$ cat config.mk
export PLATFORM = sky130hd
export DESIGN_NAME = pwr_ctl_i2c_slave
export DESIGN_NICKNAME = d
export VERILOG_FILES = /design/src/rtl/pwrreg_pkg.sv /design/src/rtl/i2c_line_sync.sv /design/src/rtl/i2c_link_fsm.sv /design/src/rtl/ctrl_reg.sv /design/src/rtl/pwr_ctl_i2c_slave.sv
export SDC_FILE = /design/constraint.sdc
export NUM_CORES = 1
export LEC_CHECK = 0
export CORE_MARGIN = 4
export CORE_UTILIZATION = 55
export DETAILED_ROUTE_END_ITERATION = 16
export PLACE_DENSITY = 0.76
export REMOVE_ABC_BUFFERS = 1
export SLEW_MARGIN = 10
export SYNTH_ARGS = -nofsm -noshare
export SYNTH_HDL_FRONTEND = slang
export SYNTH_HIERARCHICAL = 1
export SYNTH_SLANG_ARGS = --single-unit
$ cat constraint.sdc
create_clock -name clk -period 2.37 [get_ports clk]
set_clock_uncertainty 0.2 [all_clocks]
set_input_delay 0.237 -clock clk [delete_from_list [all_inputs] [get_ports clk]]
set_output_delay 0.237 -clock clk [all_outputs]
set_load 0.005 [all_outputs]
$ cat src/rtl/pwrreg_pkg.sv
package pwrreg_pkg;

    localparam int BYTE_W = 8;
    localparam int CNT_W  = $clog2(BYTE_W + 1);
    localparam logic [5:0] DEV_ID_HI = 6'b000101;

    // Control register layout; bit positions matter to the power stages
    typedef struct packed {
        logic       pulse_lim;
        logic       tone_arm;
        logic       tone_cont;
        logic       line_comp;
        logic       v_high;
        logic       out_en;
        logic [1:0] test_w;
    } ctrl_t;

    typedef enum logic [2:0] {
        ST_IDLE,
        ST_ADDR,
        ST_ADDR_ACK,
        ST_WDATA,
        ST_WDATA_ACK,
        ST_RDATA,
        ST_RACK
    } link_st_e;

    // Status byte: test bits read zero, three echoed controls, two faults
    function automatic logic [BYTE_W-1:0] status_byte(ctrl_t c, logic otf, logic olf);
        return {3'b000, c.line_comp, c.v_high, c.out_en, otf, olf};
    endfunction

endpackage

$ cat src/rtl/i2c_line_sync.sv
module i2c_line_sync #(
    parameter int SYNC_STAGES = 2
) (
    input  logic clk,
    input  logic rst,
    input  logic scl_i,
    input  logic sda_i,
    output logic sda_s,
    output logic scl_rise,
    output logic scl_fall,
    output logic start_det,
    output logic stop_det
);
    localparam int PIPE_W = SYNC_STAGES + 1;

    logic [PIPE_W-1:0] scl_pipe;
    logic [PIPE_W-1:0] sda_pipe;
    logic scl_s, scl_d, sda_d;

    always_ff @(posedge clk) begin
        if (rst) begin
            scl_pipe <= '1;
            sda_pipe <= '1;
        end else begin
            scl_pipe <= {scl_pipe[PIPE_W-2:0], scl_i};
            sda_pipe <= {sda_pipe[PIPE_W-2:0], sda_i};
        end
    end

    assign scl_s = scl_pipe[SYNC_STAGES-1];
    assign scl_d = scl_pipe[SYNC_STAGES];
    assign sda_s = sda_pipe[SYNC_STAGES-1];
    assign sda_d = sda_pipe[SYNC_STAGES];

    assign scl_rise  = scl_s & ~scl_d;
    assign scl_fall  = ~scl_s & scl_d;
    assign start_det = scl_s & scl_d & sda_d & ~sda_s;
    assign stop_det  = scl_s & scl_d & ~sda_d & sda_s;

endmodule

$ cat src/rtl/i2c_link_fsm.sv
module i2c_link_fsm
    import pwrreg_pkg::*;
#(
    parameter logic [5:0] ID_HI = DEV_ID_HI
) (
    input  logic              clk,
    input  logic              rst,
    input  logic              supply_ok,
    input  logic              addr_sel,
    input  logic              sda_s,
    input  logic              scl_rise,
    input  logic              scl_fall,
    input  logic              start_det,
    input  logic              stop_det,
    input  logic [BYTE_W-1:0] status_in,
    output logic              drive_low,
    output logic              wr_stb,
    output logic [BYTE_W-1:0] wr_data
);
    link_st_e          state;
    logic [CNT_W-1:0]  cnt;
    logic [BYTE_W-1:0] rx_sh;
    logic [BYTE_W-1:0] tx_sh;
    logic              rw_q;
    logic              mack_q;
    logic              full;

    assign full = (cnt == CNT_W'(BYTE_W));

    always_ff @(posedge clk) begin
        if (rst || !supply_ok) begin
            state   <= ST_IDLE;
            cnt     <= '0;
            rx_sh   <= '0;
            tx_sh   <= '0;
            rw_q    <= 1'b0;
            mack_q  <= 1'b0;
            wr_stb  <= 1'b0;
            wr_data <= '0;
        end else begin
            wr_stb <= 1'b0;
            if (start_det) begin
                state <= ST_ADDR;
                cnt   <= '0;
            end else if (stop_det) begin
                state <= ST_IDLE;
                cnt   <= '0;
            end else begin
                case (state)
                    ST_ADDR: begin
                        if (scl_rise && !full) begin
                            rx_sh <= {rx_sh[BYTE_W-2:0], sda_s};
                            cnt   <= cnt + 1'b1;
                        end else if (scl_fall && full) begin
                            cnt <= '0;
                            if (rx_sh[BYTE_W-1:1] == {ID_HI, addr_sel}) begin
                                state <= ST_ADDR_ACK;
                                rw_q  <= rx_sh[0];
                                tx_sh <= status_in;
                            end else begin
                                state <= ST_IDLE;
                            end
                        end
                    end
                    ST_ADDR_ACK: begin
                        if (scl_fall) state <= rw_q ? ST_RDATA : ST_WDATA;
                    end
                    ST_WDATA: begin
                        if (scl_rise && !full) begin
                            rx_sh <= {rx_sh[BYTE_W-2:0], sda_s};
                            cnt   <= cnt + 1'b1;
                        end else if (scl_fall && full) begin
                            cnt     <= '0;
                            wr_stb  <= 1'b1;
                            wr_data <= rx_sh;
                            state   <= ST_WDATA_ACK;
                        end
                    end
                    ST_WDATA_ACK: begin
                        if (scl_fall) state <= ST_WDATA;
                    end
                    ST_RDATA: begin
                        if (scl_rise && !full) begin
                            cnt <= cnt + 1'b1;
                        end else if (scl_fall) begin
                            if (full) begin
                                cnt   <= '0;
                                state <= ST_RACK;
                            end else begin
                                tx_sh <= {tx_sh[BYTE_W-2:0], 1'b0};
                            end
                        end
                    end
                    ST_RACK: begin
                        if (scl_rise) begin
                            mack_q <= ~sda_s;
                        end else if (scl_fall) begin
                            if (mack_q) begin
                                tx_sh <= status_in;
                                state <= ST_RDATA;
                            end else begin
                                state <= ST_IDLE;
                            end
                        end
                    end
                    default: ;
                endcase
            end
        end
    end

    assign drive_low = (state == ST_ADDR_ACK) || (state == ST_WDATA_ACK) ||
                       ((state == ST_RDATA) && !tx_sh[BYTE_W-1]);


    bit_count_range_chk: assert property (@(posedge clk) disable iff (rst)
        cnt <= CNT_W'(BYTE_W));


    addr_ack_entry_chk: assert property (@(posedge clk) disable iff (rst)
        $rose(state == ST_ADDR_ACK) |-> $past(state) == ST_ADDR);


    lockout_silent_chk: assert property (@(posedge clk) disable iff (rst)
        !supply_ok |=> !drive_low);


    start_release_chk: assert property (@(posedge clk) disable iff (rst)
        (start_det && supply_ok) |=> !drive_low);

endmodule

$ cat src/rtl/ctrl_reg.sv
module ctrl_reg
    import pwrreg_pkg::*;
(
    input  logic              clk,
    input  logic              rst,
    input  logic              supply_ok,
    input  logic              wr_stb,
    input  logic [BYTE_W-1:0] wr_data,
    output ctrl_t             q
);
    always_ff @(posedge clk) begin
        if (rst || !supply_ok) q <= '0;
        else if (wr_stb)       q <= ctrl_t'(wr_data);
    end


    lockout_clear_chk: assert property (@(posedge clk) disable iff (rst)
        !supply_ok |=> q == '0);


    reg_hold_chk: assert property (@(posedge clk) disable iff (rst)
        (supply_ok && !wr_stb) |=> $stable(q));

endmodule

$ cat src/rtl/pwr_ctl_i2c_slave.sv
module pwr_ctl_i2c_slave
    import pwrreg_pkg::*;
#(
    parameter int         SYNC_STAGES = 2,
    parameter logic [5:0] ID_HI       = DEV_ID_HI
) (
    input  logic              clk,
    input  logic              rst,
    input  logic              supply_ok_i,
    input  logic              addr_sel_i,
    input  logic              scl_i,
    input  logic              sda_i,
    output logic              sda_oe_o,
    input  logic              over_temp_i,
    input  logic              over_load_i,
    output logic [BYTE_W-1:0] ctrl_o
);
    logic sda_s, scl_rise, scl_fall, start_det, stop_det;
    logic drive_low, wr_stb;
    logic [BYTE_W-1:0] wr_data;
    ctrl_t ctrl_q;

    i2c_line_sync #(.SYNC_STAGES(SYNC_STAGES)) sync_i (
        .clk(clk), .rst(rst), .scl_i(scl_i), .sda_i(sda_i),
        .sda_s(sda_s), .scl_rise(scl_rise), .scl_fall(scl_fall),
        .start_det(start_det), .stop_det(stop_det)
    );

    i2c_link_fsm #(.ID_HI(ID_HI)) fsm_i (
        .clk(clk), .rst(rst), .supply_ok(supply_ok_i), .addr_sel(addr_sel_i),
        .sda_s(sda_s), .scl_rise(scl_rise), .scl_fall(scl_fall),
        .start_det(start_det), .stop_det(stop_det),
        .status_in(status_byte(ctrl_q, over_temp_i, over_load_i)),
        .drive_low(drive_low), .wr_stb(wr_stb), .wr_data(wr_data)
    );

    ctrl_reg reg_i (
        .clk(clk), .rst(rst), .supply_ok(supply_ok_i),
        .wr_stb(wr_stb), .wr_data(wr_data), .q(ctrl_q)
    );

    assign sda_oe_o = drive_low & supply_ok_i;
    assign ctrl_o   = ctrl_q;


    reset_clear_chk: assert property (@(posedge clk)
        $past(rst) |-> (ctrl_o == '0 && !sda_oe_o));

endmodule

# --- Yosys cells after proc, flatten, opt, wreduce, memory -nomap -nowiden ---
# Index checks and enable logic that the tools add are counted.
word_totals:
  n_memories: 0
  out_inout_bits: 9
  mem_bits_ro: 0
  in_bits: 8
  word_cells: 129
  ramBits: 0
  latch_bits: 0
  ff_bits: 48
classes:
  addsub: 1
  n_mul: 0
  n_shift: 0
  bitwise: 16
  n_lt_le_gt_ge: 0
  n_mux: 34
  n_eq_ne: 36
  n_reduce_logical: 24
  n_div: 0
ops:
  columns: ["op", "n"]
  rows:
  - ["2-to-1 mux 8 bit", 9]
  - ["2-to-1 mux 3 bit", 13]
  - ["AND reduction 12 bit", 3]
  - ["inequality test 4 x 1 -> 1 bit, second input constant", 7]
  - ["one-hot mux 8 bit (3 select lines)", 1]
  - ["2-to-1 mux 4 bit", 5]
  - ["inequality test 2 x 1 -> 1 bit, second input constant", 9]
  - ["one-hot mux 3 bit (6 select lines)", 1]
  - ["inequality test 4 x 2 -> 1 bit, second input constant", 3]
  - ["AND reduction 4 bit", 3]
  - ["inequality test 2 bit, second input constant", 5]
  - ["equality test 3 bit, second input constant", 3]
  - ["inequality test 3 x 1 -> 1 bit, second input constant", 3]
  - ["bitwise AND 1 bit", 8]
  - ["inverter 1 bit", 8]
  - ["one-hot mux 4 bit (2 select lines)", 1]
  - ["nonzero test 8 bit", 1]
  - ["equality test 7 x 4 -> 1 bit", 1]
  - ["equality test 3 x 2 -> 1 bit, second input constant", 2]
  - ["AND reduction 6 bit", 1]
  - ["nonzero test 6 bit", 1]
  - ["AND reduction 5 bit", 1]
  - ["OR reduction 5 bit", 1]
  - ["adder 4 x 1 -> 4 bit, second input constant", 1]
  - ["12 further kinds", 20]

# --- Logic depth before layout (Yosys ltp) ---
# Gate-level depths: netlist of run 1.
logic_depth:
  ltp_word: 8
  ltp_mapped: 8
  ltp_nobuf: 7

# --- Hierarchy ---
# Netlist of run 1, hierarchy kept.
by_module_without_submodules:
  columns: ["mod", "n_inst", "area_per_inst_um2", "seq_area_each_um2", "cells_per_inst"]
  rows:
  - ["i2c_link_fsm", 1, 1710.4, 680.7, 198]
  - ["ctrl_reg", 1, 292.8, 160.2, 27]
  - ["i2c_line_sync", 1, 190.2, 120.1, 16]
  - ["pwr_ctl_i2c_slave", 1, 10.0, 0.0, 2]

# --- Worst setup path before layout of run 1 ---
# Ideal clock, no wire load.
synth_timing:
  path_kind: "register to register"
  start: "reg sync_i.scl_pipe[2]"
  end: "reg fsm_i.tx_sh[0]"
  slack_ns: 0.392
  t_required_ns: 2.098
  arrival_time_ns: 1.707
  setup_ns: 0.072
  period_less_slack_ns: 1.978
  path_stages_with_launch: 8
  path_buffers: 1
  cell_sequence: "dfxtp_1 > nor2b_1 > inv_1 > nor4b_1 > o221a_4 > and2_4 > buf_6 > mux2i_1"
synth_via:
  word_cells_on_any_way: 19
  cone_classes: "eq/ne: 6; bitwise: 10; reduce/logical: 3"
synth_lines:
  columns: ["item", "line_no", "text"]
  rows:
  - ["start: declaration", "i2c_line_sync.sv:16", "logic [PIPE_W-1:0] scl_pipe;"]
  - ["start signal: assignment", "i2c_line_sync.sv:25", "scl_pipe <= {scl_pipe[PIPE_W-2:0], scl_i};"]
  - ["bitwise AND 1 bit (*)", "i2c_line_sync.sv:36", "assign scl_fall = ~scl_s & scl_d;"]
  - ["net scl_fall", "pwr_ctl_i2c_slave.sv:18", "logic sda_s, scl_rise, scl_fall, start_det, stop_det;"]
  - ["logical AND 1 bit", "i2c_link_fsm.sv:54", "end else if (scl_fall && full) begin"]
  - ["inequality test 2 x 1 -> 1 bit (no line)", null, null]
  - ["AND reduction 12 bit (no line) (*)", null, null]
  - ["end signal: assignment", "i2c_link_fsm.sv:59", "tx_sh <= status_in;"]
  - ["end signal: assignment", "i2c_link_fsm.sv:90", "tx_sh <= {tx_sh[BYTE_W-2:0], 1'b0};"]
  - ["end signal: assignment", "i2c_link_fsm.sv:99", "tx_sh <= status_in;"]
  - ["end: declaration", "i2c_link_fsm.sv:23", "logic [BYTE_W-1:0] tx_sh;"]
# The timed path passes the listed nets; every way through them passes the cells marked *.
# A chain may end at the register's enable or synchronous reset.

# --- Final worst setup path of run 1 ---
layout_timing:
  start: "reg fsm_i.state[0]"
  end: "out sda_oe_o"
layout_via:
  elab_chain_cells: 4
  word_cells_on_any_way: 7
  cone_classes: "eq/ne: 3; bitwise: 1; reduce/logical: 3"
layout_lines:
  columns: ["item", "line_no", "text"]
  rows:
  - ["start: declaration", "i2c_link_fsm.sv:20", "link_st_e state;"]
  - ["start signal: assignment", "i2c_link_fsm.sv:66", "if (scl_fall) state <= rw_q ? ST_RDATA : ST_WDATA;"]
  - ["equality test 3 x 2 -> 1 bit (tied with other cells)", "i2c_link_fsm.sv:112", "assign drive_low = (state == ST_ADDR_ACK) || (state == ST_WDATA_ACK) ||"]
  - ["logical OR 1 bit / logical AND 1 bit (equally long branches)", "i2c_link_fsm.sv:112, i2c_link_fsm.sv:113", null]
  - ["logical OR 1 bit (*)", "i2c_link_fsm.sv:112", null]
  - ["net drive_low", "pwr_ctl_i2c_slave.sv:19", "logic drive_low, wr_stb;"]
  - ["bitwise AND 1 bit (*)", "pwr_ctl_i2c_slave.sv:42", "assign sda_oe_o = drive_low & supply_ok_i;"]
  - ["end: declaration", "pwr_ctl_i2c_slave.sv:13", "output logic sda_oe_o,"]
# Marks and branches as above.

==> impl_metrics.yaml, run 1 <==
placed_design:
  pre_cts_slack_ns: 0.200
  portBuffers: 16
  gp_congestion: 0.861
  dp_hpwl_um: 3100
global_routing:
  antenna_found_initial: 0
  grt_pass1_wl_um: 7240
  grt_pass1_vias: 1624
  grt-ovfl-total: 0
  grtUsageTotal: 0.175
  grt_max_degree: 26
timing:
  setup_tns_ns: 0
  period_share: 0.932
  hold_viol_final: 0
  hold-worst-slack_ns: 0.211
  max_freq_ghz: 0.453
  rsz0062_at_grt: "false"
  setup_violations: 0
  finalMaxSlewViolations: 0
  finalCriticalPeriod_ns: 2.21
  timing.final.ws_setup_ns: 0.162
die:
  die_w_um: 71.3
  core.rowCount: 22
  die_area_sq_um: 5080
  pin_count: 17
  core_sq_um: 3770
  initial_core_util: 0.584
  fp.dieH_um: 71.3
detailed_routing:
  avgRoutedWirePerCell_um: 13.5
  via_per_inst: 5.67
  routed-via-count: 1768
  drt_iter0_markers: 112
  wl_um: 4220
  drc: 0
  firstDrtPassIters: 5
  antenna_left: 0
layout:
  area_growth_syn_to_layout_pct: 14.6
  n_antenna_cell: 0
  drive_gt1_frac: 0.110
  final_nets: 273
  utilization: 0.670
synthesis:
  yosysMostFrequentCell: "dfxtp_1"
  syn-cell-area_sq_um: 2200
  synth_ff_type: "dfxtp_1"
  synth-async-reset-ratio: 0
  yosys_warnings: 6
  synth_cells: 243
  yosysUniqueCellTypes: 42
  yosys-top-cells-area: "dfxtp_1 44%, mux2i_1 11%, a21oi_1 5.2%, nor2_1 4.6%, a211oi_2 4.0%"
  synth-seq-cells: 48
  yosysSeqAreaShare: 0.436
  synthTopCellsByCount: "48 x dfxtp_1, 27 x nor2_1, 25 x mux2i_1, 23 x a21oi_1, 23 x nand2_1"
  netlist.area_leader.share: 0.436
  yosysTopAreaCell: "dfxtp_1"
  avgSynthCellArea_sq_um: 9.07
  synth_edf_count: 0
setup_path:
  cp.arrival_ns: 1.77
  required_ns: 1.93
  crit_chain: "nand2_1 > nand2_1 > o21ai_0 > and2_1 > clkdlybuf4s50_1"
  worstSetupStartpointType: "flop"
  end_kind: "primary output"
  critPathSlowestCell: "dfxtp_1"
  cp_top_family: "flip-flops"
  critical_path_buf_inv_count: 1
  critPathKind: "flop to primary output"
  critPathMaxStageDelay_ns: 0.63
  cpMostUsedCell: "nand2_1"
  cp_max_fo: 14
clock_network:
  cts_tree: "done"
  ctsHtreeMaxLevel: 2
  hold_buffers: 0
  clk_path_buf_depth: 2
  post-cts-setup-buffers: 0
  cts-buffers-inserted: 5
  root_buffer: "clkbuf_8"
  clock_sinks: 48
  cts-resized-gates: 0
  clkTransAtPathRegs_ns: 0.08
  clkLatencyLatePin_ns: 0.30
power:
  vdd_ir_drop_max_mv: 0.444
  power_leakage_uw: 0.000924
  p_per_area_nw_per_um2: 574
  finalPower_uw: 1450
min_path:
  hp-class: "flop to flop"
run_status:
  outcome: "completed"
run:
  drv_cap: 0
## sequential cells by signal (all words and copies together) (netlist names)
name             cells
fsm_i/cnt            4
fsm_i/mack_q         1
fsm_i/rw_q           1
fsm_i/rx_sh          8
fsm_i/state          3
fsm_i/tx_sh          8
fsm_i/wr_data        8
fsm_i/wr_stb         1
reg_i/q              8
sync_i/scl_pipe      3
sync_i/sda_pipe      3
## routing by layer
metal	routed length (um)	part of all wire	vias up	GRT usage
li1	-	-	896	-
met2	2000	0.47	31	0.279
met3	164	0.039	5	0.0379
met4	46	0.011	0	0.0626
met1	2010	0.48	836	0.235
met5	0	0	-	0
## placed cells by master, fill, tap and decap left out, drive strengths merged, types with 2 or more instances in the layout
master,synthesis,routed
and3b,2,2
clkbuf,6,5
nor4,2,2
and2,5,5
o21ai,9,9
buf,7,8
nand4,2,2
nor3,4,4
and4b,2,2
a21oi,23,23
dfxtp,48,48
ha,2,2
nand2b,3,3
a211oi,7,7
inv,4,4
clkdlybuf4s50,0,16
nand3,13,13
nor4b,5,5
or3,2,2
a311oi,2,2
nand2,23,23
conb,1,3
mux2i,25,25
or2,8,8
nor2b,4,4
nor2,27,27
## worst paths after layout
kind / from / endpoint / slack (ns) / cells past startpoint
max: fsm_i/state[0] / sda_oe_o / 0.16 / 5
min: sync_i/sda_pipe[0] / sync_i/sda_pipe[1] / 0.21 / 1
max reg2reg: sync_i/scl_pipe[2] / fsm_i/tx_sh[0] / 0.20 / 6
min reg2reg: sync_i/sda_pipe[0] / sync_i/sda_pipe[1] / 0.21 / 1
## report_power, final
part,total [uW],switching [uW],internal [uW]
registers,815,4.36,811
logic,61.7,34.9,26.8
clock network,573,261,312
## metrics by stage
stage / cell area, sq um / std cells
2_1_floorplan: 2130 / 232
4_1_cts: 2520 / 312
6_report: 2520 / 312
5_1_grt: 2520 / 312
3_3_place_gp: 2410 / 304
3_5_place_dp: 2410 / 304
## area by class of cell
cell class	count	area [sq um]
Clock buffer	5	68.8
Clock inverter	3	42.5
Fill cell	309	1250
Inverter	4	15.0
Multi-Input combinational cell	180	1160
Sequential cell	48	961
Tap cell	48	60.1
Timing Repair Buffer	24	220
## cells by family after synthesis
family                     share of synthesized area
xor gates and xnor gates                     0.00398
and+or+nand+nor                                0.252
other                                        0.00170
adders and majority gates                     0.0114
AOI/OAI and AO/OA                              0.139
buffers and inverters                         0.0420
muxes                                          0.114
DFF                                            0.436
No activity file was read; power rests on OpenSTA's default activity.
==> run 2: changes to the inputs <==
ABC_CLOCK_PERIOD_IN_PS = 2370   (was not set)
==> results of run 2 <==
No change in the layout: final DEF, timing and power equal those of run 1.
